**config.mk**
```make
export PLATFORM = sky130hd
export DESIGN_NAME = dacif_top
export DESIGN_NICKNAME = d
export VERILOG_FILES = /design/src/rtl/dacif_pkg.sv /design/src/rtl/dacif_sync.sv /design/src/rtl/dacif_shift.sv /design/src/rtl/dacif_chan.sv /design/src/rtl/dacif_top.sv
export SDC_FILE = /design/constraint.sdc
export NUM_CORES = 1
export LEC_CHECK = 0
export ABC_AREA = 1
export CORE_ASPECT_RATIO = 1.75
export CORE_MARGIN = 3
export CORE_UTILIZATION = 45
export CTS_BUF_LIST = sky130_fd_sc_hd__clkbuf_8
export DETAILED_ROUTE_END_ITERATION = 8
export PLACE_DENSITY = 0.65
export RECOVER_POWER = 50
export SETUP_SLACK_MARGIN = 0.15
export SYNTH_ARGS = -nofsm -noshare
export SYNTH_HDL_FRONTEND = slang
export SYNTH_SLANG_ARGS = --single-unit
```
**constraint.sdc**
```tcl
create_clock -name clk -period 2.7 [get_ports clk]
set_clock_uncertainty 0.05 [all_clocks]
set_input_delay 0.54 -clock clk [delete_from_list [all_inputs] [get_ports clk]]
set_output_delay 0.54 -clock clk [all_outputs]
set_load 0.005 [all_outputs]
```
**src/rtl/dacif_pkg.sv**
```systemverilog
package dacif_pkg;
  localparam int WORD_W   = 16;
  localparam int NUM_CH   = 4;
  localparam int ADDR_W   = $clog2(NUM_CH);
  localparam int SYNC_LEN = 2;

  // positions inside the synchronized pin vector
  localparam int P_SCLK  = 0;
  localparam int P_DIN   = 1;
  localparam int P_SEL   = 2;
  localparam int P_LD    = 3;
  localparam int P_UPD   = 4;
  localparam int P_PRE   = 5;
  localparam int P_MID   = 6;
  localparam int P_ADDR  = 7;
  localparam int PIN_W   = P_ADDR + ADDR_W;

  typedef logic [WORD_W-1:0] word_t;

  // preset code: mid-scale is the top bit alone
  function automatic word_t preset_code(input logic mid);
    word_t c;
    c = '0;
    if (mid) c[WORD_W-1] = 1'b1;
    return c;
  endfunction

  // one-hot channel decode of an address
  function automatic logic [NUM_CH-1:0] ch_decode(input logic [ADDR_W-1:0] a);
    logic [NUM_CH-1:0] v;
    v = '0;
    v[a] = 1'b1;
    return v;
  endfunction

  // next serial word after one bit enters at the bottom
  function automatic word_t shift_in(input word_t w, input logic b);
    return {w[WORD_W-2:0], b};
  endfunction
endpackage

```
**src/rtl/dacif_sync.sv**
```systemverilog
module dacif_sync #(
  parameter int N      = 1,
  parameter int STAGES = 2,
  parameter logic [N-1:0] RST_VAL = '0
) (
  input  logic         clk,
  input  logic         rst_n,
  input  logic [N-1:0] d,
  output logic [N-1:0] q
);
  logic [N-1:0] chain [STAGES];

  always_ff @(posedge clk or negedge rst_n) begin
    if (!rst_n) chain[0] <= RST_VAL;
    else        chain[0] <= d;
  end

  for (genvar s = 1; s < STAGES; s++) begin : g_stage
    always_ff @(posedge clk or negedge rst_n) begin
      if (!rst_n) chain[s] <= RST_VAL;
      else        chain[s] <= chain[s-1];
    end
  end

  assign q = chain[STAGES-1];
endmodule

```
**src/rtl/dacif_shift.sv**
```systemverilog
module dacif_shift
  import dacif_pkg::*;
(
  input  logic  clk,
  input  logic  rst_n,
  input  logic  shift_en,
  input  logic  bit_in,
  output word_t word_q
);
  always_ff @(posedge clk or negedge rst_n) begin
    if (!rst_n)        word_q <= '0;
    else if (shift_en) word_q <= shift_in(word_q, bit_in);
  end

  // without a shift pulse the serial word holds
  a_r3_shift_hold: assert property (@(posedge clk) disable iff (!rst_n)
    !shift_en |=> $stable(word_q));
  // a shift moves the word up by one and takes the new bit at the bottom
  a_r2_shift_msb_first: assert property (@(posedge clk) disable iff (!rst_n)
    shift_en |=> (word_q[WORD_W-1:1] == $past(word_q[WORD_W-2:0]))
                 && (word_q[0] == $past(bit_in)));
endmodule

```
**src/rtl/dacif_chan.sv**
```systemverilog
module dacif_chan
  import dacif_pkg::*;
(
  input  logic  clk,
  input  logic  rst_n,
  input  logic  pre_go,
  input  word_t pre_val,
  input  logic  wr_en,
  input  word_t wr_data,
  input  logic  upd_go,
  output word_t dac_q
);
  word_t stage_q;

  always_ff @(posedge clk or negedge rst_n) begin
    if (!rst_n)      stage_q <= '0;
    else if (pre_go) stage_q <= pre_val;
    else if (wr_en)  stage_q <= wr_data;
  end

  always_ff @(posedge clk or negedge rst_n) begin
    if (!rst_n)      dac_q <= '0;
    else if (pre_go) dac_q <= pre_val;
    else if (upd_go) dac_q <= stage_q;
  end

  // the output register moves only on an update or a preset
  a_r6_out_hold: assert property (@(posedge clk) disable iff (!rst_n)
    !(upd_go || pre_go) |=> $stable(dac_q));
  // an update copies the staged word
  a_r5_update_copy: assert property (@(posedge clk) disable iff (!rst_n)
    (upd_go && !pre_go) |=> dac_q == $past(stage_q));
  // a write puts the serial word into staging
  a_r4_stage_write: assert property (@(posedge clk) disable iff (!rst_n)
    (wr_en && !pre_go) |=> stage_q == $past(wr_data));
  // a preset drives both registers to the preset code
  a_r10_preset_wins: assert property (@(posedge clk) disable iff (!rst_n)
    pre_go |=> (dac_q == $past(pre_val)) && (stage_q == $past(pre_val)));
endmodule

```
**src/rtl/dacif_top.sv**
```systemverilog
module dacif_top
  import dacif_pkg::*;
(
  input  logic                     clk,
  input  logic                     rst_n,
  input  logic                     ser_clk,
  input  logic                     ser_din,
  input  logic                     ser_sel_n,
  input  logic [ADDR_W-1:0]        addr,
  input  logic                     ld_n,
  input  logic                     upd,
  input  logic                     preset,
  input  logic                     preset_mid,
  output logic [NUM_CH*WORD_W-1:0] dac_out
);
  localparam logic [PIN_W-1:0] PIN_RST =
    (PIN_W'(1) << P_SEL) | (PIN_W'(1) << P_LD);

  logic [PIN_W-1:0] pin_raw, pin_q;
  assign pin_raw = {addr, preset_mid, preset, upd, ld_n, ser_sel_n, ser_din, ser_clk};

  dacif_sync #(.N(PIN_W), .STAGES(SYNC_LEN), .RST_VAL(PIN_RST)) u_sync (
    .clk(clk), .rst_n(rst_n), .d(pin_raw), .q(pin_q));

  // previous levels of the edge-sensitive pins
  logic sclk_d, ld_d, upd_d, pre_d;
  always_ff @(posedge clk or negedge rst_n) begin
    if (!rst_n) begin
      sclk_d <= 1'b0;
      ld_d   <= 1'b1;
      upd_d  <= 1'b0;
      pre_d  <= 1'b0;
    end else begin
      sclk_d <= pin_q[P_SCLK];
      ld_d   <= pin_q[P_LD];
      upd_d  <= pin_q[P_UPD];
      pre_d  <= pin_q[P_PRE];
    end
  end

  logic sclk_rise, ld_fall, upd_rise, pre_rise, sel_act;
  assign sclk_rise = pin_q[P_SCLK] & ~sclk_d;
  assign ld_fall   = ~pin_q[P_LD] & ld_d;
  assign upd_rise  = pin_q[P_UPD] & ~upd_d;
  assign pre_rise  = pin_q[P_PRE] & ~pre_d;
  assign sel_act   = ~pin_q[P_SEL];

  // qualified events, preset has top priority
  logic shift_go, load_go, upd_go, pre_go;
  assign pre_go   = pre_rise;
  assign shift_go = sclk_rise & sel_act;
  assign load_go  = ld_fall & sel_act & ~pre_go;
  assign upd_go   = upd_rise & ~sel_act & pin_q[P_LD] & ~pre_go;

  word_t ser_word, pre_val;
  assign pre_val = preset_code(pin_q[P_MID]);

  dacif_shift u_shift (
    .clk(clk), .rst_n(rst_n), .shift_en(shift_go),
    .bit_in(pin_q[P_DIN]), .word_q(ser_word));

  logic [NUM_CH-1:0] wr_en;
  assign wr_en = load_go ? ch_decode(pin_q[P_ADDR +: ADDR_W]) : '0;

  for (genvar k = 0; k < NUM_CH; k++) begin : g_ch
    word_t ch_q;
    dacif_chan u_chan (
      .clk(clk), .rst_n(rst_n), .pre_go(pre_go), .pre_val(pre_val),
      .wr_en(wr_en[k]), .wr_data(ser_word), .upd_go(upd_go), .dac_q(ch_q));
    assign dac_out[k*WORD_W +: WORD_W] = ch_q;
  end

  // at most one staging register is written at a time
  a_r4_one_write: assert property (@(posedge clk) disable iff (!rst_n)
    $onehot0(wr_en));
  // no staging write while deselected
  a_r11_no_write_desel: assert property (@(posedge clk) disable iff (!rst_n)
    !sel_act |-> wr_en == '0);
  // an update never goes through while selected
  a_r6_upd_needs_desel: assert property (@(posedge clk) disable iff (!rst_n)
    sel_act |=> $stable(dac_out) || $past(pre_go));
endmodule

```
==> summary.md <==
| Metric | Value |
|---|---|
| DRC | 0 |
| Num ports | 75 |
| Gr ovfl total | 0 |
| TritonCTS clock tree | built |
| Hold Crit Class | register to register |
| Site row count | 57 |
| Die W | 97.4 um |
| Fin area | 7750 um^2 |
| Antenna violations before repair | 0 |
| Clock sink count | 166 |
| Reg-to-Reg End | g_ch[0].u_chan.stage_q[13]$_DFFE_PN0P_ |
| Syn_area_per_cell | 9.25 um^2 |
| DIE AREA | 16200 um^2 |
| Slowest stage delay, CP | 0.51 ns |
| Clock root buffer | clkbuf_8 |
| Post-CTS setup buffer count | 0 |
| Core area | 14100 um^2 |
| Number of nets at the end of the flow | 784 |
| Share of cells above drive strength 1 | 7.00% |
| Largest net degree at the start of global routing | 73 |
| Commonest non-fill, non-tap cell in the layout | nand2_1 |
| Achievable Freq | 0.519 GHz |
| CTS-repair resized insts | 0 |
| Final hold violations | 0 |
| Placed Cells incl. Taps | 930 |
| WP data arrival | 1.34 ns |
| Power density over the cells | 639 nW/um^2 |
| Global-route wire length before repair | 24.2 mm |
| Fin crit share | 71.4% |
| Crit-path slowest cell | clkdlybuf4s50_1 |
| Total power | 4.95 mW |
| Peak supply drop | 394 uV |
| DP Area | 7380 um^2 |
| Outcome | completed |
| WL final | 14.0 mm |
| IO buf count | 74 |
| Final setup fails | 0 |
| Diodes inserted | 0 |
| DRT iter0 DRCs | 311 |
| Inserted Clock Buffers | 17 |
| Minimum clock period | 1.93 ns |
| Sum Neg Setup Slack | 0 ns |
| Clock latency on the worst-skew pair | 0.45 ns |
| Die Y-Extent | 166 um |
| Hold-fix buffers, CTS | 1 |
| Leak | 3.93 nW |
| GP Congestion | 0.865 |
| Worst path top cell family by delay | buffers and inverters |
| Crit path buf inv count | 1 |
| CP Max Fanout | 2 |
| Vias per cell | 5.07 |
| Drt wl/cell | 14.6 um |
| Synth Cell Area | 6580 um^2 |
| Vias in the first global route | 4982 |
| FF-to-FF Start | u_sync.q[5]$_DFF_PN0_ |
| Worst path depth | 1 |
| Critical Path RT | 2.11 ns |
| Layout Area Growth over Synthesis | 17.8% |
| Sequential-to-total area share from yosys stat | 63.2% |
| H-tree depth | 4 |
| Distinct cells, synth | 21 |
| Clock-pin slew on the worst setup and hold paths | 0.10 ns |
| FF-to-FF setup slack | 0.78 ns |
| Leading cell types in the layout, fill and taps excluded | 258 x nand2_1, 161 x dfrtp_1, 113 x nand3_1 |
| Critical setup path kind | register to primary output |
| Worst slew pin tran | 0.980 ns |
| Setup crit end | dac_out[7] |
| Total number of vias | 4886 |
| Max Cap Viol | 0 |
| Crit. End Element | primary output |
| Hpwl dp | 9.91 mm |
| Final-report max-slew violation count | 0 |
| Yosys warning total | 0 |
| Crit start category | register |
| Post-Layout Cell Count | 963 |
| FF+latch count, synth | 166 |
| 1st-pass router iterations | 5 |
| Critical Path Source | g_ch[0].u_chan.dac_q[7]$_DFFE_PN0P_ |
| GRT Util Overall | 18.3% |
| Crit-path cells | clkdlybuf4s50_1 |
| Initial Util | 46.6% |
| Clock buffer depth | 2 |
| Max_slew headroom | 34.6% |
| RSZ-0062 raised after global routing | no |
| Reg2Reg Depth | 7 |
| Routed Antenna Nets | 0 |
| Mapped Cells | 711 |
| Post-Synthesis Net Count | 722 |
[synthesized netlist by cell type]
library cell | count | area, um^2
inv_1 | 44 | 165
nand3b_4 | 1 | 20.0
o21ai_4 | 2 | 32.5
clkbuf_2 | 1 | 5.00
nor2_1 | 39 | 146
buf_4 | 6 | 45.0
nor2_4 | 3 | 33.8
dfrtp_1 | 161 | 4030
o21ai_1 | 21 | 105
inv_2 | 1 | 3.75
dfstp_2 | 5 | 131
buf_6 | 5 | 56.3
nand2_1 | 258 | 968
nand4_2 | 1 | 12.5
buf_2 | 29 | 145
nand3_2 | 2 | 20.0
inv_4 | 1 | 6.26
clkbuf_1 | 1 | 3.75
o21ai_0 | 17 | 85.1
a21oi_1 | 1 | 5.00
nand3_1 | 112 | 561
[per-layer routing]
metal | GRT usage (%) | wire, um
met5 | 0 | 0
met4 | 6.93 | 361
met3 | 3.61 | 582
met2 | 32.5 | 7510
met1 | 21.8 | 5570
[worst min-delay path by stage]
stage                          startpoint                             endpoint  cells after the start
2_1_floorplan                       rst_n  g_ch[0].u_chan.dac_q[0]$_DFFE_PN0P_                      0
3_3_place_gp   u_sync.chain[15]$_DFF_PN0_                u_sync.q[6]$_DFF_PN0_                      0
3_5_place_dp   u_sync.chain[13]$_DFF_PN0_                u_sync.q[4]$_DFF_PN0_                      0
4_1_cts        u_sync.chain[13]$_DFF_PN0_                u_sync.q[4]$_DFF_PN0_                      0
5_1_grt        u_sync.chain[15]$_DFF_PN0_                u_sync.q[6]$_DFF_PN0_                      0
6_report       u_sync.chain[13]$_DFF_PN0_                u_sync.q[4]$_DFF_PN0_                      0
[flip-flops by register name (all words and copies together) (netlist names), 9 cells and up]
name,count
u_sync.q,9
u_shift.word_q,16
g_ch.u_chan.stage_q,64
u_sync.chain,9
g_ch.u_chan.dac_q,64
[cell type report]
| type | count | area, um^2 |
|---|---|---|
| clock buffer | 17 | 234 |
| clock inverter | 15 | 155 |
| fill | 1286 | 6370 |
| inverter | 46 | 175 |
| multi-input combinational | 457 | 1980 |
| sequential | 166 | 4160 |
| tap | 177 | 221 |
| timing repair buffer | 85 | 831 |
[cell families after synthesis]
logic type	Yosys count	synth area share, %
AO/OA/AOI/OAI	41	3.46
buffers and inverters	88	6.54
flip-flops	166	63.2
AND/OR/NAND/NOR	416	26.8
[per-stage QoR]
step / hold WS, ns / worst slack (ns) / util (%)
final: 0.302 / 0.773 / 54.9
after global routing: 0.315 / 0.538 / 54.9
after CTS: 0.304 / 0.744 / 55.1
after detailed placement: 0.285 / 0.773 / 52.2
after global placement: 0.283 / 0.822 / 52.2
after floorplan: 0.194 / 1.37 / -
[power by group]
| part | switching, mW | internal (mW) | total [mW] |
|---|---|---|---|
| Combinational | 0.302 | 0.159 | 0.461 |
| Clock | 0.916 | 0.828 | 1.74 |
| Sequential | 0.0942 | 2.65 | 2.75 |
Note: power is estimated with default switching activity, not from simulation.
